## config.mk

```make
export PLATFORM = sky130hd
export DESIGN_NAME = bias_seq_top
export DESIGN_NICKNAME = d
export VERILOG_FILES = /design/src/rtl/bias_seq_pkg.sv /design/src/rtl/bias_seq_deglitch.sv /design/src/rtl/bias_seq_timebase.sv /design/src/rtl/bias_seq_faultmon.sv /design/src/rtl/bias_seq_top.sv
export SDC_FILE = /design/constraint.sdc
export NUM_CORES = 1
export LEC_CHECK = 0
export CORE_UTILIZATION = 50
export DETAILED_ROUTE_END_ITERATION = 12
export GPL_ROUTABILITY_DRIVEN = 0
export PLACE_DENSITY = 0.68
export RECOVER_POWER = 100
export SLEW_MARGIN = 20
export SYNTH_ARGS = -nofsm -noshare
export SYNTH_HDL_FRONTEND = slang
export SYNTH_SLANG_ARGS = --single-unit
```

## constraint.sdc

```tcl
create_clock -name clk -period 5.4 [get_ports clk]
set_input_delay 0.54 -clock clk [delete_from_list [all_inputs] [get_ports clk]]
set_output_delay 0.54 -clock clk [all_outputs]
set_load 0.01 [all_outputs]
```

## src/rtl/bias_seq_pkg.sv

```systemverilog
package bias_seq_pkg;

  localparam int NRAIL = 4;

  localparam logic [1:0] RAIL_POS  = 2'd0;
  localparam logic [1:0] RAIL_NEG  = 2'd1;
  localparam logic [1:0] RAIL_GVDD = 2'd2;
  localparam logic [1:0] RAIL_GVEE = 2'd3;

  typedef enum logic [2:0] {
    ST_OFF,
    ST_WAIT_SS,
    ST_UP,
    ST_ON,
    ST_DOWN,
    ST_FAULT
  } seq_state_e;

  typedef struct packed {
    logic [3:0][1:0] slot;  // slot[k] = rail switched in step k
    logic [2:0]      cnt;   // number of steps used
  } rail_order_t;

  function automatic rail_order_t mk_order(input logic [1:0] a, input logic [1:0] b,
                                           input logic [1:0] c, input logic [1:0] d,
                                           input logic [2:0] n);
    rail_order_t o;
    o.slot[0] = a;
    o.slot[1] = b;
    o.slot[2] = c;
    o.slot[3] = d;
    o.cnt     = n;
    return o;
  endfunction

  function automatic rail_order_t up_order(input logic [2:0] m);
    case (m)
      3'd1:    return mk_order(RAIL_POS,  RAIL_NEG,  RAIL_GVDD, RAIL_GVEE, 3'd4);
      3'd2:    return mk_order(RAIL_NEG,  RAIL_POS,  RAIL_GVEE, RAIL_GVDD, 3'd4);
      3'd3:    return mk_order(RAIL_POS,  RAIL_GVEE, RAIL_GVDD, RAIL_POS,  3'd3);
      3'd4:    return mk_order(RAIL_POS,  RAIL_GVDD, RAIL_GVEE, RAIL_POS,  3'd3);
      3'd5:    return mk_order(RAIL_POS,  RAIL_NEG,  RAIL_GVDD, RAIL_GVEE, 3'd4);
      3'd6:    return mk_order(RAIL_GVEE, RAIL_GVDD, RAIL_NEG,  RAIL_POS,  3'd4);
      default: return mk_order(RAIL_POS,  RAIL_NEG,  RAIL_GVEE, RAIL_GVDD, 3'd4);
    endcase
  endfunction

  function automatic rail_order_t down_order(input logic [2:0] m);
    case (m)
      3'd1:    return mk_order(RAIL_GVEE, RAIL_GVDD, RAIL_NEG,  RAIL_POS,  3'd4);
      3'd2:    return mk_order(RAIL_GVDD, RAIL_GVEE, RAIL_POS,  RAIL_NEG,  3'd4);
      3'd3:    return mk_order(RAIL_GVDD, RAIL_GVEE, RAIL_POS,  RAIL_POS,  3'd3);
      3'd4:    return mk_order(RAIL_GVEE, RAIL_GVDD, RAIL_POS,  RAIL_POS,  3'd3);
      3'd5:    return mk_order(RAIL_GVDD, RAIL_GVEE, RAIL_POS,  RAIL_NEG,  3'd4);
      3'd6:    return mk_order(RAIL_POS,  RAIL_NEG,  RAIL_GVDD, RAIL_GVEE, 3'd4);
      default: return mk_order(RAIL_GVDD, RAIL_GVEE, RAIL_NEG,  RAIL_POS,  3'd4);
    endcase
  endfunction

  function automatic logic [NRAIL-1:0] used_mask(input logic [2:0] m);
    if (m == 3'd3 || m == 3'd4) return 4'b1101;
    return 4'b1111;
  endfunction

endpackage

```

## src/rtl/bias_seq_deglitch.sv

```systemverilog
module bias_seq_deglitch #(
  parameter int FILT_CYC = 350
) (
  input  logic clk,
  input  logic rst_n,
  input  logic raw,
  output logic filt
);
  localparam int CW = (FILT_CYC > 1) ? $clog2(FILT_CYC) : 1;
  localparam logic [CW-1:0] CNT_LAST = CW'(FILT_CYC - 1);

  logic [1:0]    sync_q;
  logic          filt_q, filt_d;
  logic [CW-1:0] cnt_q, cnt_d;

  always_comb begin
    filt_d = filt_q;
    cnt_d  = cnt_q;
    if (sync_q[1] == filt_q) begin
      cnt_d = '0;
    end else if (cnt_q == CNT_LAST) begin
      filt_d = sync_q[1];
      cnt_d  = '0;
    end else begin
      cnt_d = cnt_q + 1'b1;
    end
  end

  always_ff @(posedge clk or negedge rst_n) begin
    if (!rst_n) begin
      sync_q <= 2'b00;
      filt_q <= 1'b0;
      cnt_q  <= '0;
    end else begin
      sync_q <= {sync_q[0], raw};
      filt_q <= filt_d;
      cnt_q  <= cnt_d;
    end
  end

  assign filt = filt_q;
endmodule

```

## src/rtl/bias_seq_timebase.sv

```systemverilog
module bias_seq_timebase #(
  parameter int CYC_PER_MS = 50000
) (
  input  logic clk,
  input  logic rst_n,
  input  logic clr,
  output logic tick
);
  localparam int PW = (CYC_PER_MS > 1) ? $clog2(CYC_PER_MS) : 1;
  localparam logic [PW-1:0] PRE_LAST = PW'(CYC_PER_MS - 1);

  logic [PW-1:0] pre_q, pre_d;

  assign tick = (pre_q == PRE_LAST) && !clr;

  always_comb begin
    if (clr || pre_q == PRE_LAST) pre_d = '0;
    else                          pre_d = pre_q + 1'b1;
  end

  always_ff @(posedge clk or negedge rst_n) begin
    if (!rst_n) pre_q <= '0;
    else        pre_q <= pre_d;
  end
endmodule

```

## src/rtl/bias_seq_faultmon.sv

```systemverilog
module bias_seq_faultmon #(
  parameter int NR       = 4,
  parameter int FAULT_MS = 50
) (
  input  logic          clk,
  input  logic          rst_n,
  input  logic          tick,
  input  logic [NR-1:0] rail_en,
  input  logic [NR-1:0] pgood,
  input  logic [NR-1:0] short_det,
  output logic          trip
);
  localparam int FW = $clog2(FAULT_MS + 1);
  localparam logic [FW-1:0] UV_LIMIT = FW'(FAULT_MS);

  logic [NR-1:0] uv_hit;

  for (genvar i = 0; i < NR; i++) begin : g_rail
    logic [FW-1:0] low_q, low_d;

    always_comb begin
      low_d = low_q;
      if (!(rail_en[i] && !pgood[i]))         low_d = '0;
      else if (tick && low_q != UV_LIMIT)     low_d = low_q + 1'b1;
    end

    always_ff @(posedge clk or negedge rst_n) begin
      if (!rst_n) low_q <= '0;
      else        low_q <= low_d;
    end

    assign uv_hit[i] = (low_q == UV_LIMIT);
  end

  assign trip = (|(short_det & rail_en)) || (|uv_hit);
endmodule

```

## src/rtl/bias_seq_top.sv

```systemverilog
module bias_seq_top
  import bias_seq_pkg::*;
#(
  parameter int CLK_HZ   = 50_000_000,
  parameter int SLOT_MS  = 15,
  parameter int FAULT_MS = 50,
  parameter int FILT_CYC = 350
) (
  input  logic             clk,
  input  logic             rst_n,
  input  logic             en_pin,
  input  logic [2:0]       mode,
  input  logic             ss_done,
  input  logic [NRAIL-1:0] pgood,
  input  logic [NRAIL-1:0] short_det,
  output logic [NRAIL-1:0] rail_en,
  output logic             bl_en,
  output logic             fault
);
  localparam int CYC_PER_MS = CLK_HZ / 1000;
  localparam int MSW        = (SLOT_MS > 1) ? $clog2(SLOT_MS) : 1;
  localparam logic [MSW-1:0] MS_LAST = MSW'(SLOT_MS - 1);

  logic [1:0] rst_sync_q;
  logic       rst_i_n;

  always_ff @(posedge clk or negedge rst_n) begin
    if (!rst_n) rst_sync_q <= 2'b00;
    else        rst_sync_q <= {rst_sync_q[0], 1'b1};
  end
  assign rst_i_n = rst_sync_q[1];

  logic en_f;
  logic tick;
  logic tb_clr;
  logic trip;

  bias_seq_deglitch #(.FILT_CYC(FILT_CYC)) i_deglitch (
    .clk  (clk),
    .rst_n(rst_i_n),
    .raw  (en_pin),
    .filt (en_f)
  );

  bias_seq_timebase #(.CYC_PER_MS(CYC_PER_MS)) i_timebase (
    .clk  (clk),
    .rst_n(rst_i_n),
    .clr  (tb_clr),
    .tick (tick)
  );

  seq_state_e       state_q, state_d;
  logic [1:0]       step_q, step_d;
  logic [MSW-1:0]   ms_q, ms_d;
  logic [2:0]       mode_q, mode_d;
  logic [NRAIL-1:0] rail_q, rail_d;
  logic             fault_q, fault_d;
  logic             bl_q, bl_d;
  rail_order_t      up_ord, dn_ord;
  logic             up_last, dn_last;

  bias_seq_faultmon #(.NR(NRAIL), .FAULT_MS(FAULT_MS)) i_faultmon (
    .clk      (clk),
    .rst_n    (rst_i_n),
    .tick     (tick),
    .rail_en  (rail_q),
    .pgood    (pgood),
    .short_det(short_det),
    .trip     (trip)
  );

  assign up_ord  = up_order(mode_q);
  assign dn_ord  = down_order(mode_q);
  assign up_last = ({1'b0, step_q} == up_ord.cnt - 3'd1);
  assign dn_last = ({1'b0, step_q} == dn_ord.cnt - 3'd1);

  always_comb begin
    state_d = state_q;
    step_d  = step_q;
    ms_d    = ms_q;
    mode_d  = mode_q;
    rail_d  = rail_q;
    fault_d = fault_q;
    tb_clr  = 1'b0;

    case (state_q)
      ST_OFF: begin
        if (en_f) begin
          state_d = ST_WAIT_SS;
          mode_d  = mode;
        end
      end
      ST_WAIT_SS: begin
        if (!en_f) begin
          state_d = ST_OFF;
        end else if (ss_done) begin
          state_d = ST_UP;
          step_d  = '0;
          ms_d    = '0;
          tb_clr  = 1'b1;
        end
      end
      ST_UP: begin
        if (!en_f) begin
          state_d = ST_DOWN;
          step_d  = '0;
          ms_d    = '0;
          tb_clr  = 1'b1;
        end else if (tick) begin
          if (ms_q == MS_LAST) begin
            ms_d                       = '0;
            rail_d[up_ord.slot[step_q]] = 1'b1;
            if (up_last) state_d = ST_ON;
            else         step_d  = step_q + 1'b1;
          end else begin
            ms_d = ms_q + 1'b1;
          end
        end
      end
      ST_ON: begin
        if (!en_f) begin
          state_d = ST_DOWN;
          step_d  = '0;
          ms_d    = '0;
          tb_clr  = 1'b1;
        end
      end
      ST_DOWN: begin
        if (tick) begin
          if (ms_q == MS_LAST) begin
            ms_d                       = '0;
            rail_d[dn_ord.slot[step_q]] = 1'b0;
            if (dn_last) state_d = ST_OFF;
            else         step_d  = step_q + 1'b1;
          end else begin
            ms_d = ms_q + 1'b1;
          end
        end
      end
      ST_FAULT: begin
        rail_d = '0;
        if (!en_f) begin
          state_d = ST_OFF;
          fault_d = 1'b0;
        end
      end
      default: state_d = ST_OFF;
    endcase

    if (trip && state_q != ST_FAULT) begin
      state_d = ST_FAULT;
      rail_d  = '0;
      fault_d = 1'b1;
    end

    bl_d = (state_d == ST_ON) && (&(pgood | ~used_mask(mode_q)));
  end

  always_ff @(posedge clk or negedge rst_i_n) begin
    if (!rst_i_n) begin
      state_q <= ST_OFF;
      step_q  <= '0;
      ms_q    <= '0;
      mode_q  <= '0;
      rail_q  <= '0;
      fault_q <= 1'b0;
      bl_q    <= 1'b0;
    end else begin
      state_q <= state_d;
      step_q  <= step_d;
      ms_q    <= ms_d;
      mode_q  <= mode_d;
      rail_q  <= rail_d;
      fault_q <= fault_d;
      bl_q    <= bl_d;
    end
  end

  assign rail_en = rail_q;
  assign bl_en   = bl_q;
  assign fault   = fault_q;
endmodule

```

======== After elaboration in Yosys (flattened, before gate mapping) ========
Index checks and enable logic that the tools add are counted.
storage, ports and cells
  flip-flop bits (word level) ............. 72
  input bits .............................. 15
  output and inout bits ................... 6
  logic and storage cells ................. 191
operators by class
  $add $sub $neg .......................... 10
  order comparisons ....................... 5
  equal/unequal tests ..................... 46
  mux-type cells .......................... 70
  bitwise gates (word level) .............. 7
  reduce and logical (&&, ||, !) cells .... 37
operators with widths
  cell                   count
  $pmux 11 s5            2
  $mux 4                 14
  $mux 6                 8
  $mux 3                 13
  $add 6x1->6 const B    4
  $eq 6x6->1 const B     4
  $mux 2                 12
  $ne 6x6->1 const B     4
  $mux 9                 2
  $ne 2x2->1 const B     9
  $pmux 3 s6             1
  $add 16x1->16 const B  1
  $eq 16x16->1 const B   1
  $mux 16                1
  $pmux 4 s4             1
  $eq 3x2->1 const B     5
  $eq 3x3->1 const B     5
  $ne 3x3->1 const B     5
  $logic_and 1x1->1      13
  $ne 3x2->1 const B     4
  $pmux 4 s3             1
  $reduce_and 10->1      1
  $add 9x1->9 const B    1
  $eq 9x9->1 const B     1
  other kinds (29)       62

======== Depth between registers and ports, before layout ========
Gate-level depths: netlist (run 1).
  word-level depth ........................ 15
  depth in mapped cells ................... 8
  depth with buffers taken out ............ 7

======== Modules after synthesis ========
A second synthesis (run 1) with hierarchy kept.
unflattened totals
  cell total of the unflattened synthesis .. 448
  area, all modules ....................... 4264.1 um2
by module, submodules not included
  module             instances  cells an instance  area an instance (um2)  seq. area each (um2)
  bias_seq_top       1          171                1503.9                  500.5
  bias_seq_faultmon  1          138                1307.5                  600.6
  bias_seq_timebase  1          82                 842.1                   400.4
  bias_seq_deglitch  1          57                 610.6                   300.3

======== Worst setup path before layout (run 1) ========
Ideal clock, no wire load.
  path type ............................... input-to-reg
  start point ............................. input short_det[2]
  end point ............................... register rail_q[0] (netlist: rail_en[0])
  setup time .............................. 145 ps
  data arrival time ....................... 1845 ps
  data required time ...................... 5255 ps
  setup slack ............................. 3409 ps
  stages on the path ...................... 5
  path buffers ............................ 0
  cells stage by stage .................... a22oi_1 nand2_1 or4_1 o311ai_1 a2111oi_2
on the way
  longest elaborated chain between the ends .. 6
  elaborated cells between the ends (all ways) .. 12
  those cells by class .................... eq/ne: 5; mux: 1; bitwise: 1; reduce/logical: 5
RTL lines
  item                                                 line                     source
  start: declaration                                   bias_seq_top.sv:15       input logic [NRAIL-1:0] short_det,
  $and 4x4->4 (*)                                      bias_seq_faultmon.sv:35  assign trip = (|(short_det & rail_en)) || (|uv_hit);
  $reduce_or 4->1 (*)                                  bias_seq_faultmon.sv:35
  $logic_or 1x1->1 (*)                                 bias_seq_faultmon.sv:35
  $logic_and 1x1->1 (*)                                bias_seq_top.sv:150      if (trip && state_q != ST_FAULT) begin
  $ne 3x2->1 (no source line) (tied with other cells)  -
  $reduce_and 6->1 (no source line)                    -
  end signal: assignment                               bias_seq_top.sv:173      rail_q <= rail_d;
  end: declaration                                     bias_seq_top.sv:56       logic [NRAIL-1:0] rail_q, rail_d;
Every way passes the cells marked *; elsewhere a longest branch is shown, timed or not.
A chain may end at the register's enable or synchronous reset.

======== Worst setup path after layout (run 1) ========
  start point ............................. register i_timebase.pre_q[0]
  end point ............................... register bl_q (netlist: bl_en)
on the way
  longest elaborated chain between the ends .. 8
  elaborated cells between the ends (all ways) .. 9
  those cells by class .................... eq/ne: 2; mux: 5; reduce/logical: 2
RTL lines
  item                      line                     source
  start: declaration        bias_seq_timebase.sv:12  logic [PW-1:0] pre_q, pre_d;
  start signal: assignment  bias_seq_timebase.sv:23  else pre_q <= pre_d;
  $eq 16x16->1 (*)          bias_seq_timebase.sv:14  assign tick = (pre_q == PRE_LAST) && !clr;
  $logic_and 1x1->1 (*)     bias_seq_timebase.sv:14
  $mux 3                    bias_seq_top.sv:109      end else if (tick) begin
  $mux 3                    bias_seq_top.sv:104      if (!en_f) begin
  $pmux 3 s6 (*)            bias_seq_top.sv:86       case (state_q)
  $mux 3 (*)                bias_seq_top.sv:150
  $eq 3x2->1 (*)            bias_seq_top.sv:156      bl_d = (state_d == ST_ON) && (&(pgood | ~used_mask(mode_q)));
  $logic_and 1x1->1 (*)     bias_seq_top.sv:156
  via bl_d                  bias_seq_top.sv:58       logic bl_q, bl_d;
  end signal: assignment    bias_seq_top.sv:175      bl_q <= bl_d;
  end: declaration          bias_seq_top.sv:58
The timed path passes the listed nets; every way through them passes the cells marked *.

==> results of run 1 <==
## path summary, 6_finish.rpt
kind,slack [ps],end,cells after the start,from
setup / recovery,1860,bl_en,6,i_timebase.pre_q[0]
hold / removal,350,i_deglitch.sync_q[1],0,i_deglitch.sync_q[0]
setup reg to reg,1860,bl_en,6,i_timebase.pre_q[0]
hold reg to reg,350,i_deglitch.sync_q[1],0,i_deglitch.sync_q[0]
max in group asynchronous,2190,i_faultmon.g_rail[1].low_q[4],1,rst_sync_q[1]
min in group asynchronous,420,rst_sync_q[1],1,rst_n
## stage by stage
stage          power (mW)  utilization, %  hold WS (ps)
6_report            0.944            55.1           353
3_3_place_gp        0.584            54.5           281
3_5_place_dp        0.584            54.5           287
5_1_grt             0.983            55.1           360
2_1_floorplan       0.567               -           244
4_1_cts             0.959            56.6           291
## cell usage after synthesis (3+ instances only)
master / number
o31ai_1: 3
mux2_2: 3
nor3_2: 4
nor3_1: 5
nand3_1: 13
nor4b_2: 9
inv_1: 23
ha_1: 13
xnor2_1: 24
a21oi_1: 13
and3_1: 7
mux2i_1: 3
and4bb_2: 4
nand2b_1: 11
nor2_1: 63
buf_2: 7
and2_1: 3
nor4_1: 4
o21ai_0: 9
nand3b_1: 7
xor2_1: 13
nand4_1: 11
a211oi_1: 4
and4b_1: 3
a31o_2: 4
nand2_1: 28
a31oi_1: 4
dfrtp_1: 72
## cells in the final DEF, fill, tap and decap left out, types with 4 or more instances in the layout
master,count
a211oi_1,4
a21oi_1,14
a31o_2,4
a31oi_1,4
and3_1,7
and4bb_2,4
clkbuf_8,9
clkdlybuf4s50_1,12
dfrtp_1,72
dlygate4sd3_1,8
ha_1,13
inv_1,23
nand2_1,28
nand2b_1,11
nand3_1,13
nand3b_1,7
nand4_1,12
nor2_1,63
nor3_1,9
nor4_1,4
nor4b_1,8
o21ai_0,10
xnor2_1,24
xor2_1,13
## per-layer routing
layer  GRT usage (%)  vias up  wire, µm
met4            5.38        0        95
met5               0        -         0
met1            27.6     1589      4050
met3            3.72       11       300
li1                -     1535         -
met2            34.0       49      3860
## sequential cells by signal (all words and copies together), names as in the netlist
| register | count |
|---|---|
| state_q | 3 |
| i_deglitch.cnt_q | 9 |
| fault | 1 |
| ms_q | 4 |
| i_faultmon.g_rail.low_q | 24 |
| i_deglitch.filt | 1 |
| rail_en | 4 |
| i_timebase.pre_q | 16 |
| step_q | 2 |
| mode_q | 3 |
| i_deglitch.sync_q | 2 |
| bl_en | 1 |
| rst_sync_q | 2 |
## report_power, final
| part | internal, mW | switching (mW) | total [mW] |
|---|---|---|---|
| combinational | 0.0114 | 0.0117 | 0.0231 |
| clock | 0.165 | 0.207 | 0.372 |
| sequential | 0.542 | 0.00656 | 0.549 |
| total | 0.719 | 0.225 | 0.944 |
## cells by family after synthesis
group | count (synthesis)
AOI/OAI and AO/OA | 67
xor gates and xnor gates | 37
adders and majority gates | 13
buffers and inverters | 37
DFF | 72
muxes | 6
other | 1
and+or+nand+nor | 190
## cell type report
class | count | area, µm²
Fill cell | 749 | 3670
Multi-Input combinational cell | 314 | 2110
Sequential cell | 72 | 1800
Timing Repair Buffer | 21 | 204
Tap cell | 105 | 131
Clock buffer | 9 | 124
Inverter | 23 | 86.3
Clock inverter | 7 | 46.3
==> flow_summary.ini, run 1 <==
[detailed_routing]
ant_nets = 0
drtIter0Drc = 133
drt-wirelength-per-cell_um = 15.1
viasPerCell = 5.78
drc = 0
totalWireLength_um = 8310
vias = 3184
dr.pass1.iters = 4

[clock_network]
cts_resized = 0
cts.sinks = 72
clockBufferDepth = 2
clkLatencyLatePin_ps = 340
path_clk_slew_ps = 70
numCtsBuffers = 9
post_cts_buffers = 0
tritoncts = done
cts_hold_buf = 0
root_buffer = clkbuf_8
h-tree-depth = 3

[finish]
fin_cells = 551
area_delta_synth_final_pct = 7.24
fin_area_mm2 = 0.00451
fin_nets = 469
antennaDiodeCount = 0
final_layout_size_suffix_gt1_share_pct = 9.42

[floorplanning]
die-width_um = 93.7
dieArea_mm2 = 0.00877
initial_utilization_pct = 51.4
core_region_area_mm2 = 0.00818
rows = 33
fp.dieH_um = 93.7
ios = 21

[yosys]
synthAdderAreaFrac_pct = 3.87
synth_seq_area_share_pct = 42.9
synthSimpleGateAreaFrac_pct = 27.3
synth_ff_type = dfrtp_1
synth-edff-count = 0
synthMuxAreaShare_pct = 1.52
ys_seq_elements = 72
netlist_instances = 423
yosys.area.top_type = dfrtp_1
synth_top_family_by_area = simple AND/OR/NAND/NOR gates
async_reset_ff_share_pct = 100
synth_compound_area_share_pct = 12.6
post_synth_instance_area_mm2 = 0.00420
synth.avg_cell_area_um2 = 9.93
synth_top_area_share_pct = 42.9
yosys-top-cells-area = dfrtp_1, nor2_1, xnor2_1
synth_xor_xnor_area_share_pct = 7.71
synth_fp_nets = 451
yosys_warnings = 0
ys_types = 71

[placement]
port_buffers = 20
dp_hpwl_um = 5920
pre_cts_slack_ps = 2770
placed_area_mm2 = 0.00446
dp.cells = 535

[critical_path]
cp_num_buf_inv = 0
cp_top_family = simple AND/OR/NAND/NOR gates
cp_slowest_stage_delay_ps = 1110
path_cells = ha_1, and3_1, nand4_1, a2111oi_0, a21oi_2, nor4b_1
cp_data_arrival_time_ps = 3730
critical_path_class = flip-flop to flip-flop
critPathLaunchType = flip-flop
crit_slowest_cell = a2111oi_0
critical_path.endpoint_type = flip-flop
crit_fanout = 23
worstPathRequired_ps = 5590

[sta]
max_freq_mhz = 283
finalCriticalPeriod_ps = 3540
final.setup.tns_ps = 0
setup_ws_ps = 1860
drv_slew = 66
slew_headroom_pct = -57.5
hold_viol_final = 0
setup_viol = 0
skew_ps = 12.2
rsz0062_at_grt = no
tightest_slew_ps = 2360
period_share_pct = 65.5

[flow_run]
cap_viol_max_count = 2

[grt]
grt_pass1_vias = 3041
grt_pass1_wl_um = 14200
antenna_found_initial = 0
grt_overflow_total = 0
grt_max_degree = 46
globalRouteTotalUtil_pct = 20.5

[run_status]
violations = capacitance limit, slew limit
outcome = finished with violations

[worst_hold_path]
holdCritPathClass = flip-flop to flip-flop

[pwr]
power_density_mw_per_mm2 = 209
leakage_nw = 1.84
ir_worst_vdd_mv = 0.159
Note: power is estimated with default switching activity, not from simulation.
==> run 2, diff against run 1 <==
PLACE_DENSITY = 0.71   (was 0.68)
clock period = 2.9 ns   (was 5.4 ns; I/O delays follow)
==> run 2 against run 1 <==
The run now ends clean. Sequential share of layout area is 0.42 points lower. Clock-buffer cell count is 3 higher. Critical path type unchanged. Die area did not move. Fmax increased by 42%. Global-route usage is 0.12 points higher. Critical endpoint is now i_faultmon.g_rail[1].low_q[5]. Combinational power is 91% higher. Via count down 0.47%. Power up 95%. Largest cell class unchanged. First-iteration DRC count is 20% lower. Final cell count up 0.36%.
==> flow_summary.ini, run 2 (synthesis gave the netlist of run 1 again) <==
[run_status]
outcome = finished, final reports clean

[critical_path]
crit_fanout = 16
worst-r2r-cell-count = 7
reg2reg_to = i_faultmon.g_rail[1].low_q[5]
critical_path_class = flip-flop to flip-flop
r2r_setup_slack_ps = 410
r2r_start = i_timebase.pre_q[0]
critical_path.endpoint_type = flip-flop
worstPathRequired_ps = 3130
cp_data_arrival_time_ps = 2720
critPathLaunchType = flip-flop

[detailed_routing]
drtIter0Drc = 106
totalWireLength_um = 8210
drc = 0
vias = 3169
ant_nets = 0
drt-wirelength-per-cell_um = 14.8
dr.pass1.iters = 4
viasPerCell = 5.73

[grt]
antenna_found_initial = 0
globalRouteTotalUtil_pct = 20.6
grt_overflow_total = 0
grt_pass1_vias = 3111
grt_pass1_wl_um = 14200
grt_max_degree = 49

[pwr]
combPwrFrac_pct = 2.4
switchingPower_uw = 398
intPower_mw = 1.45
seqPwrFrac_pct = 55.4
leakage_nw = 1.88
netSwitchingFraction_pct = 21.6
p_clk_share_pct = 42.2
ir_worst_vdd_mv = 0.304
power_density_mw_per_mm2 = 405

[sta]
rsz0062_at_grt = no
hold_viol_final = 0
slew_headroom_pct = 18.9
skew_ps = 10.0
finalCriticalPeriod_ps = 2490
period_share_pct = 85.7
setup_viol = 0
max_freq_mhz = 402
hold_ws_ps = 176
drv_slew = 0
tightest_slew_ps = 1220
final.setup.tns_ps = 0

[finish]
antennaDiodeCount = 0
fin_nets = 472
largest_register = i_faultmon.g_rail.low_q
area_delta_synth_final_pct = 8.37
final_cell_mix = dfrtp_1, nor2_1, nand2_1
final_common_cell = dfrtp_1
nFillCells = 734
largest_register_ffs = 24
fin_util_pct = 55.7
final_layout_size_suffix_gt1_share_pct = 9.15
reg.largest.list = i_faultmon.g_rail.low_q x24, i_timebase.pre_q x16, i_deglitch.cnt_q x9
fin_cells = 553
fin_area_mm2 = 0.00455

[clock_network]
cts.sinks = 72
numCtsBuffers = 9
clkLatencyLatePin_ps = 350
clockBufferDepth = 2
post_cts_buffers = 0
h-tree-depth = 3
root_buffer = clkbuf_8
cts_resized = 0
path_clk_slew_ps = 80
cts_hold_buf = 0
tritoncts = done

[floorplanning]
rows = 33
core_region_area_mm2 = 0.00818
ios = 21
dieArea_mm2 = 0.00877
initial_utilization_pct = 51.4
fp.dieH_um = 93.7
die-width_um = 93.7

[placement]
dp.cells = 538
dp_hpwl_um = 5780
placed_area_mm2 = 0.00449
port_buffers = 20

[worst_hold_path]
holdCritPathClass = input port to async pin

[flow_run]
cap_viol_max_count = 0
[run 2: layer usage]
layer	global-route usage (%)	up-vias	wire length, µm
li1	-	1545	-
met5	0	-	0
met3	3.72	13	246
met4	7.82	0	118
met1	27.2	1566	4020
met2	33.6	45	3820
[run 2: worst max-delay path by stage]
stage / start / to / slack, ps / depth (start not counted)
2_1_floorplan: rst_sync_q[1] / bl_en / 750 / 0
3_3_place_gp: short_det[0] / rail_en[0] / 650 / 6
3_5_place_dp: i_timebase.pre_q[0] / i_faultmon.g_rail[1].low_q[5] / 610 / 7
4_1_cts: i_timebase.pre_q[0] / i_faultmon.g_rail[1].low_q[5] / 610 / 7
5_1_grt: i_timebase.pre_q[0] / i_faultmon.g_rail[1].low_q[5] / 190 / 7
6_report: i_timebase.pre_q[0] / i_faultmon.g_rail[1].low_q[5] / 410 / 7
[run 2: critical path: stages, from the launching register on]
cell,delay [ps]
dfrtp_1,400
ha_1,190
and3_1,290
nand4_4,270
clkbuf_1,290
nor4b_1,630
a31o_2,240
a21oi_1,50
[run 2: final cells by class]
class	instances	area [µm²]	share of cell area [%]
Tap cell	105	131	2.89
Sequential cell	72	1800	39.6
Inverter	23	86.3	1.90
Clock buffer	12	145	3.19
Multi-Input combinational cell	314	2130	46.7
Clock inverter	3	42.5	0.934
Timing Repair Buffer	24	220	4.84
[run 2: power by group through the flow]
stage,logic (mW),clock network (mW),registers [mW]
floorplan,0.00917,0,1.05
global placement,0.0473,0,1.04
detailed placement,0.0485,0,1.04
CTS,0.0487,0.803,1.02
global route,0.0508,0.841,1.02
finish,0.0442,0.779,1.02
[run 2: stage by stage]
step           power (mW)  worst slack, ps
2_1_floorplan        1.06              746
3_3_place_gp         1.09              652
3_5_place_dp         1.09              614
4_1_cts              1.87              613
5_1_grt              1.91              189
6_report             1.84              415
